===== src/rtl/scp_pkg.sv =====
package scp_pkg;
  localparam int MAX_W    = 16;
  localparam int NARROW_W = 12;
  localparam int CTRL_W   = 3;
  localparam int CS_W     = 2;
  localparam int RES_W    = 5;
  localparam int CNT_W    = 5;
  localparam int LFSR_W   = 9;
  localparam logic [LFSR_W-1:0] LFSR_SEED = '1;

  typedef struct packed {
    logic packLoad;
    logic rxLoad;
    logic lfsrStep;
    logic cfgBad;
  } strobe_t;

  typedef struct packed {
    logic [RES_W-1:0] resBits;
    logic [CS_W-1:0]  ctrlBits;
    logic [CNT_W-1:0] tailBits;
    logic [CNT_W-1:0] ctrlPos;
    logic [CNT_W-1:0] samplePos;
  } layout_t;

  function automatic logic [MAX_W-1:0] lowMask(input logic [CNT_W-1:0] n);
    return ~({MAX_W{1'b1}} << n);
  endfunction
endpackage


===== src/rtl/scp_ctrl.sv =====
module scp_ctrl
  import scp_pkg::*;
#(
  parameter int WIDE_W = MAX_W,
  parameter int SLIM_W = NARROW_W
) (
  input  logic [RES_W-1:0] cfgRes,
  input  logic [CS_W-1:0]  cfgCtrl,
  input  logic             cfgWide,
  input  logic             inValid,
  input  logic             rxValid,
  output strobe_t          stb,
  output layout_t          lay
);
  localparam int SUM_W = CNT_W + 1;

  logic [SUM_W-1:0] containerBits;
  logic [SUM_W-1:0] usedBits;
  logic             tooWide;
  logic             noSample;
  logic [CNT_W-1:0] tailCount;

  always_comb begin
    containerBits = cfgWide ? SUM_W'(WIDE_W) : SUM_W'(SLIM_W);
    usedBits      = SUM_W'(cfgRes) + SUM_W'(cfgCtrl);
    tooWide       = usedBits > containerBits;
    noSample      = (cfgRes == '0);
    tailCount     = (tooWide || noSample) ? '0 : CNT_W'(containerBits - usedBits);
  end

  always_comb begin
    stb.packLoad  = inValid;
    stb.rxLoad    = rxValid;
    stb.lfsrStep  = inValid;
    stb.cfgBad    = tooWide || noSample;
    lay.resBits   = cfgRes;
    lay.ctrlBits  = cfgCtrl;
    lay.tailBits  = tailCount;
    lay.ctrlPos   = tailCount;
    lay.samplePos = tailCount + CNT_W'(cfgCtrl);
  end
endmodule


===== src/rtl/scp_datapath.sv =====
module scp_datapath
  import scp_pkg::*;
#(
  parameter int DATA_W = MAX_W,
  parameter int CS_MAX = CTRL_W,
  parameter int GEN_W  = LFSR_W
) (
  input  logic              clk,
  input  logic              rstN,
  input  strobe_t           stb,
  input  layout_t           lay,
  input  logic              cfgTailPrbs,
  input  logic              cfgTailLevel,
  input  logic [DATA_W-1:0] inSample,
  input  logic [CS_MAX-1:0] inCtrl,
  input  logic [DATA_W-1:0] rxWord,
  output logic              outValid,
  output logic [DATA_W-1:0] outWord,
  output logic              rxOutValid,
  output logic [DATA_W-1:0] rxSample,
  output logic [CS_MAX-1:0] rxCtrl
);
  logic [GEN_W-1:0]  lfsrQ;
  logic [DATA_W-1:0] prbsFill;
  logic [DATA_W-1:0] tailFill;
  logic [DATA_W-1:0] sampleField;
  logic [DATA_W-1:0] ctrlField;
  logic [DATA_W-1:0] packNext;
  logic [DATA_W-1:0] rxShiftS;
  logic [DATA_W-1:0] rxShiftC;
  logic [DATA_W-1:0] ctrlMask;
  logic [DATA_W-1:0] rxSampleNext;
  logic [CS_MAX-1:0] rxCtrlNext;

  // The generator state is repeated across the word so any tail length has a source bit.
  for (genvar gi = 0; gi < DATA_W; gi++) begin : g_fill
    assign prbsFill[gi] = lfsrQ[gi % GEN_W];
  end

  always_comb begin
    tailFill    = cfgTailPrbs ? prbsFill : {DATA_W{cfgTailLevel}};
    ctrlMask    = lowMask(CNT_W'(lay.ctrlBits));
    sampleField = (inSample & lowMask(lay.resBits)) << lay.samplePos;
    ctrlField   = ({{(DATA_W-CS_MAX){1'b0}}, inCtrl} & ctrlMask) << lay.ctrlPos;
    packNext    = stb.cfgBad ? '0
                : (sampleField | ctrlField | (tailFill & lowMask(lay.tailBits)));
  end

  always_comb begin
    rxShiftS     = rxWord >> lay.samplePos;
    rxShiftC     = (rxWord >> lay.ctrlPos) & ctrlMask;
    rxSampleNext = stb.cfgBad ? '0 : (rxShiftS & lowMask(lay.resBits));
    rxCtrlNext   = stb.cfgBad ? '0 : rxShiftC[CS_MAX-1:0];
  end

  always_ff @(posedge clk or negedge rstN) begin
    if (!rstN) begin
      lfsrQ <= LFSR_SEED;
    end else if (stb.lfsrStep) begin
      lfsrQ <= {lfsrQ[GEN_W-2:0], lfsrQ[GEN_W-1] ^ lfsrQ[4]};
    end
  end

  always_ff @(posedge clk or negedge rstN) begin
    if (!rstN) begin
      outValid <= 1'b0;
      outWord  <= '0;
    end else begin
      outValid <= stb.packLoad;
      if (stb.packLoad) outWord <= packNext;
    end
  end

  always_ff @(posedge clk or negedge rstN) begin
    if (!rstN) begin
      rxOutValid <= 1'b0;
      rxSample   <= '0;
      rxCtrl     <= '0;
    end else begin
      rxOutValid <= stb.rxLoad;
      if (stb.rxLoad) begin
        rxSample <= rxSampleNext;
        rxCtrl   <= rxCtrlNext;
      end
    end
  end
endmodule


===== src/rtl/sample_container_codec.sv =====
module sample_container_codec
  import scp_pkg::*;
(
  input  logic               clk,
  input  logic               rstN,
  input  logic [RES_W-1:0]   cfgRes,
  input  logic [CS_W-1:0]    cfgCtrl,
  input  logic               cfgWide,
  input  logic               cfgTailPrbs,
  input  logic               cfgTailLevel,
  output logic               cfgErr,
  input  logic               inValid,
  input  logic [MAX_W-1:0]   inSample,
  input  logic [CTRL_W-1:0]  inCtrl,
  output logic               outValid,
  output logic [MAX_W-1:0]   outWord,
  input  logic               rxValid,
  input  logic [MAX_W-1:0]   rxWord,
  output logic               rxOutValid,
  output logic [MAX_W-1:0]   rxSample,
  output logic [CTRL_W-1:0]  rxCtrl
);
  strobe_t stb;
  layout_t lay;

  scp_ctrl #(.WIDE_W(MAX_W), .SLIM_W(NARROW_W)) u_ctrl (
    .cfgRes  (cfgRes),
    .cfgCtrl (cfgCtrl),
    .cfgWide (cfgWide),
    .inValid (inValid),
    .rxValid (rxValid),
    .stb     (stb),
    .lay     (lay)
  );

  scp_datapath #(.DATA_W(MAX_W), .CS_MAX(CTRL_W), .GEN_W(LFSR_W)) u_dp (
    .clk          (clk),
    .rstN         (rstN),
    .stb          (stb),
    .lay          (lay),
    .cfgTailPrbs  (cfgTailPrbs),
    .cfgTailLevel (cfgTailLevel),
    .inSample     (inSample),
    .inCtrl       (inCtrl),
    .rxWord       (rxWord),
    .outValid     (outValid),
    .outWord      (outWord),
    .rxOutValid   (rxOutValid),
    .rxSample     (rxSample),
    .rxCtrl       (rxCtrl)
  );

  assign cfgErr = stb.cfgBad;
endmodule


===== config.mk =====
export PLATFORM = sky130hd
export DESIGN_NAME = sample_container_codec
export DESIGN_NICKNAME = d
export VERILOG_FILES = /design/src/rtl/scp_pkg.sv /design/src/rtl/scp_ctrl.sv /design/src/rtl/scp_datapath.sv /design/src/rtl/sample_container_codec.sv
export SDC_FILE = /design/constraint.sdc
export NUM_CORES = 1
export LEC_CHECK = 0
export BUFFER_PORTS_ARGS = -buffer_cell sky130_fd_sc_hd__buf_2
export CAP_MARGIN = 30
export CORE_AREA = 2 2 94 96
export CTS_CLUSTER_SIZE = 14
export DETAILED_ROUTE_END_ITERATION = 8
export DIE_AREA = 0 0 96 98
export PLACE_DENSITY = 0.92
export SYNTH_ARGS = -nofsm -noshare
export SYNTH_HDL_FRONTEND = slang
export SYNTH_SLANG_ARGS = --single-unit

===== constraint.sdc =====
create_clock -name clk -period 5 [get_ports clk]
set_input_delay 0.5 -clock clk [delete_from_list [all_inputs] [get_ports clk]]
set_output_delay 0.5 -clock clk [all_outputs]
set_load 0.005 [all_outputs]

==> results.cfg <==
[timing]
fin_skew_ns = 0.0122
rsz0062_at_grt = false
max_freq_mhz = 208
fin_crit_sh_pct = 96.0
finalSetupViolations = 0
hold_viol = 0
tns_ns = 0
maxSlewHeadroom_pct = 48.6
worst_pin_slew_ns = 0.763
holdWs_ns = 0.161
fin_ws_ns = 0.199
fin_crit_ns = 4.80
drv_slew = 0

[setup_path]
r2r_setup_slack_ns = 3.41
path_max_fanout = 7
crit_buf_inv = 4
regToRegStartpoint = u_dp.lfsrQ[8]$_DFFE_PN1P_
cpMostUsedCell = inv_1
rr_worst_depth = 4
path_class = input pin to flip-flop
cp.arrival_ns = 5.06
crit_required_ns = 5.26
cp_top_family = compound AO/OA/AOI/OAI gates
timing.rr.end = u_dp.outWord[8]$_DFFE_PN0P_
critical-path-slowest-cell = a2111oi_0
slowest_delay_ns = 0.67
cp-start-kind = input pin
setup.worst_path.end_class = flip-flop
crit_chain = buf_2 -> ha_1 -> inv_1 -> fa_1 -> nor2b_1 -> xor2_1 -> ha_1 -> or2_1 -> o221a_2 -> nor2_2 -> inv_1 -> nor2_2 -> inv_1 -> fa_1 -> nor2b_1 -> mux2_2 -> a32oi_1 -> o22ai_1 -> nand2_1 -> a2111oi_0 -> a221o_1

[yosys]
syn_nets = 656
ys_seq_elements = 46
synthTopCellsByArea = dfrtp_1, mux2i_1, a21oi_1
synthArstFlopShare_pct = 100
synth_edf_count = 0
synthCells = 596
synth_top_area_share_pct = 18.8
synth_warnings = 0
synth_top_cell_by_area = dfrtp_1
synth_area_um2 = 4920
ys_seq_area_share_pct = 23.6
syn_avg_cell_area_um2 = 8.25
ys_types = 81
ys_top_cells_by_count = nand2_1, a21oi_1, mux2i_1
synth_ff_type = dfrtp_1
synth_most_common_cell = nand2_1

[routing]
vias = 5684
ant_nets = 0
drtIter0Drc = 616
viasPerCell = 7.25
wl_per_cell_um = 24.9
drt_wl_total_um = 19500
dr.pass1.iters = 5
remaining_drc_errors = 0

[clocking]
postCtsSetupRepairBufs = 0
clk-insertion-delay-late_ns = 0.32
cts_resized = 0
htreeDepth = 2
clockRootBuffer = clkbuf_8
clkSinkCount = 46
numCtsBuffers = 5
cts_max_path_buffers = 2
path_clk_slew_ns = 0.11
cts_tree = yes
hold_buffers = 0

[hold_path]
min_path_type = input pin to asynchronous set/reset pin

[global_routing]
antenna_found_initial = 0
overflow = 0
grtUsageTotal_pct = 41.7
grt_pass1_vias = 5358
grt_pass1_wl_um = 30100
grt_start_max_net_pins = 35

[pwr]
clockPowerShare_pct = 11.1
irDropWorstVdd_mv = 0.321
p_comb_share_pct = 64.2
powerDensity_nw_per_um2 = 413
switching_share_pct = 48.3
p_leak_uw = 0.00251
switchingPower_uw = 1130
p_seq_share_pct = 24.7
p_int_uw = 1210

[job]
max-cap-violations = 0

[die]
dieHeight_um = 98
num_rows = 34
io_pins = 87
start_util_pct = 58.1
core-area_um2 = 8470
fp.dieW_um = 96
die-area_um2 = 9410

[place]
port_buffers = 86
globalplace.congestion = 1.02
post-dp-hpwl_um = 14800
place_ws_ns = 0.0732

[layout]
drive_above_1_share_pct = 26.3
syn2layout_area_growth_pct = 14.9
multiInputGateArea_um2 = 3490
fillers = 734
regArea_um2 = 1160
diodes = 0
final_net_count = 735

[run_status]
outcome = finished clean
-- cell type report --
type                       instances  share of cell area [%]
multi-input combinational        488                    61.9
sequential                        46                    20.6
timing repair buffer             114                    12.1
tap                              108                    2.39
inverter                          20                    1.33
clock buffer                       5                    1.22
clock inverter                     3                   0.443
-- through the flow --
step,instance area (µm²),std cells,total power [µW],util (%)
after floorplan,4920,596,1530,-
after global placement,5530,775,2000,65.3
after detailed placement,5550,776,2020,65.6
after CTS,5650,784,2280,66.7
after global routing,5650,784,2450,66.7
final,5650,784,2330,66.7
-- metal layers --
metal  routed length (µm)  global-route usage [%]
met5                    0                       0
met4                 1360                    24.2
met3                 1830                    6.64
met2                 8840                    65.0
met1                 7480                    54.2
-- cells in the final DEF, fill, tap and decap left out, types with 5 or more instances in the layout --
master	Yosys	routed
nor4_1	5	5
nand2b_1	6	6
o22ai_1	8	8
nor2_1	43	42
a211oi_1	11	11
clkbuf_8	0	5
dfrtp_1	37	37
and3_1	5	5
a21o_1	6	6
a31oi_1	14	14
nand2_1	57	57
a21oi_1	51	51
buf_2	10	86
o2111ai_1	6	6
clkinv_1	5	5
mux4_2	7	7
o221ai_1	6	6
nand3_1	20	20
mux2i_1	45	45
nor2b_1	9	9
o2bb2ai_1	11	11
mux2_2	15	15
o31ai_1	5	5
nor3_1	14	14
o21ai_0	23	23
inv_1	15	15
nand4_1	9	9
buf_4	0	25
ha_1	9	9
a32oi_1	6	6
dfstp_2	9	9
-- worst register-to-register path, delay by kind of cell, from the launching register on --
kind,cells,cell delay [ns]
AO/OA/AOI/OAI,4,0.97
flip-flops,1,0.56
-- state kept, by name (all words and copies together), names as in the netlist --
signal / cells
u_dp.rxCtrl: 3
u_dp.rxOutValid: 1
u_dp.outWord: 16
u_dp.lfsrQ: 9
u_dp.rxSample: 16
u_dp.outValid: 1
-- cell families after synthesis --
logic type                 after synthesis  synth area share [%]
DFF                                     46                  23.6
AOI/OAI and AO/OA                      206                  29.8
xor gates and xnor gates                10                  2.52
buffers and inverters                   62                  5.32
adders and majority gates               11                  3.11
muxes                                   67                  15.8
and+or+nand+nor                        194                  19.8
-- worst max path at each step --
stage	endpoint	start	cells past startpoint	slack, ns
2_1_floorplan	u_dp.rxSample[2]$_DFFE_PN0P_	cfgRes[1]	20	0.05
3_3_place_gp	u_dp.rxSample[2]$_DFFE_PN0P_	cfgRes[1]	21	0.20
3_5_place_dp	u_dp.rxSample[2]$_DFFE_PN0P_	cfgRes[0]	21	0.07
4_1_cts	u_dp.rxSample[2]$_DFFE_PN0P_	cfgRes[0]	21	0.36
5_1_grt	u_dp.rxSample[2]$_DFFE_PN0P_	cfgRes[1]	21	0.11
6_report	u_dp.rxSample[2]$_DFFE_PN0P_	cfgRes[0]	21	0.20
-- power by group through the flow --
stage	clock network (µW)	registers [µW]	logic [µW]
after detailed placement	0	580	1440
after global placement	0	574	1430
final	259	575	1500
after global routing	274	589	1590
after CTS	260	574	1450
after floorplan	0	572	957
(Power assumes the default switching activity.)
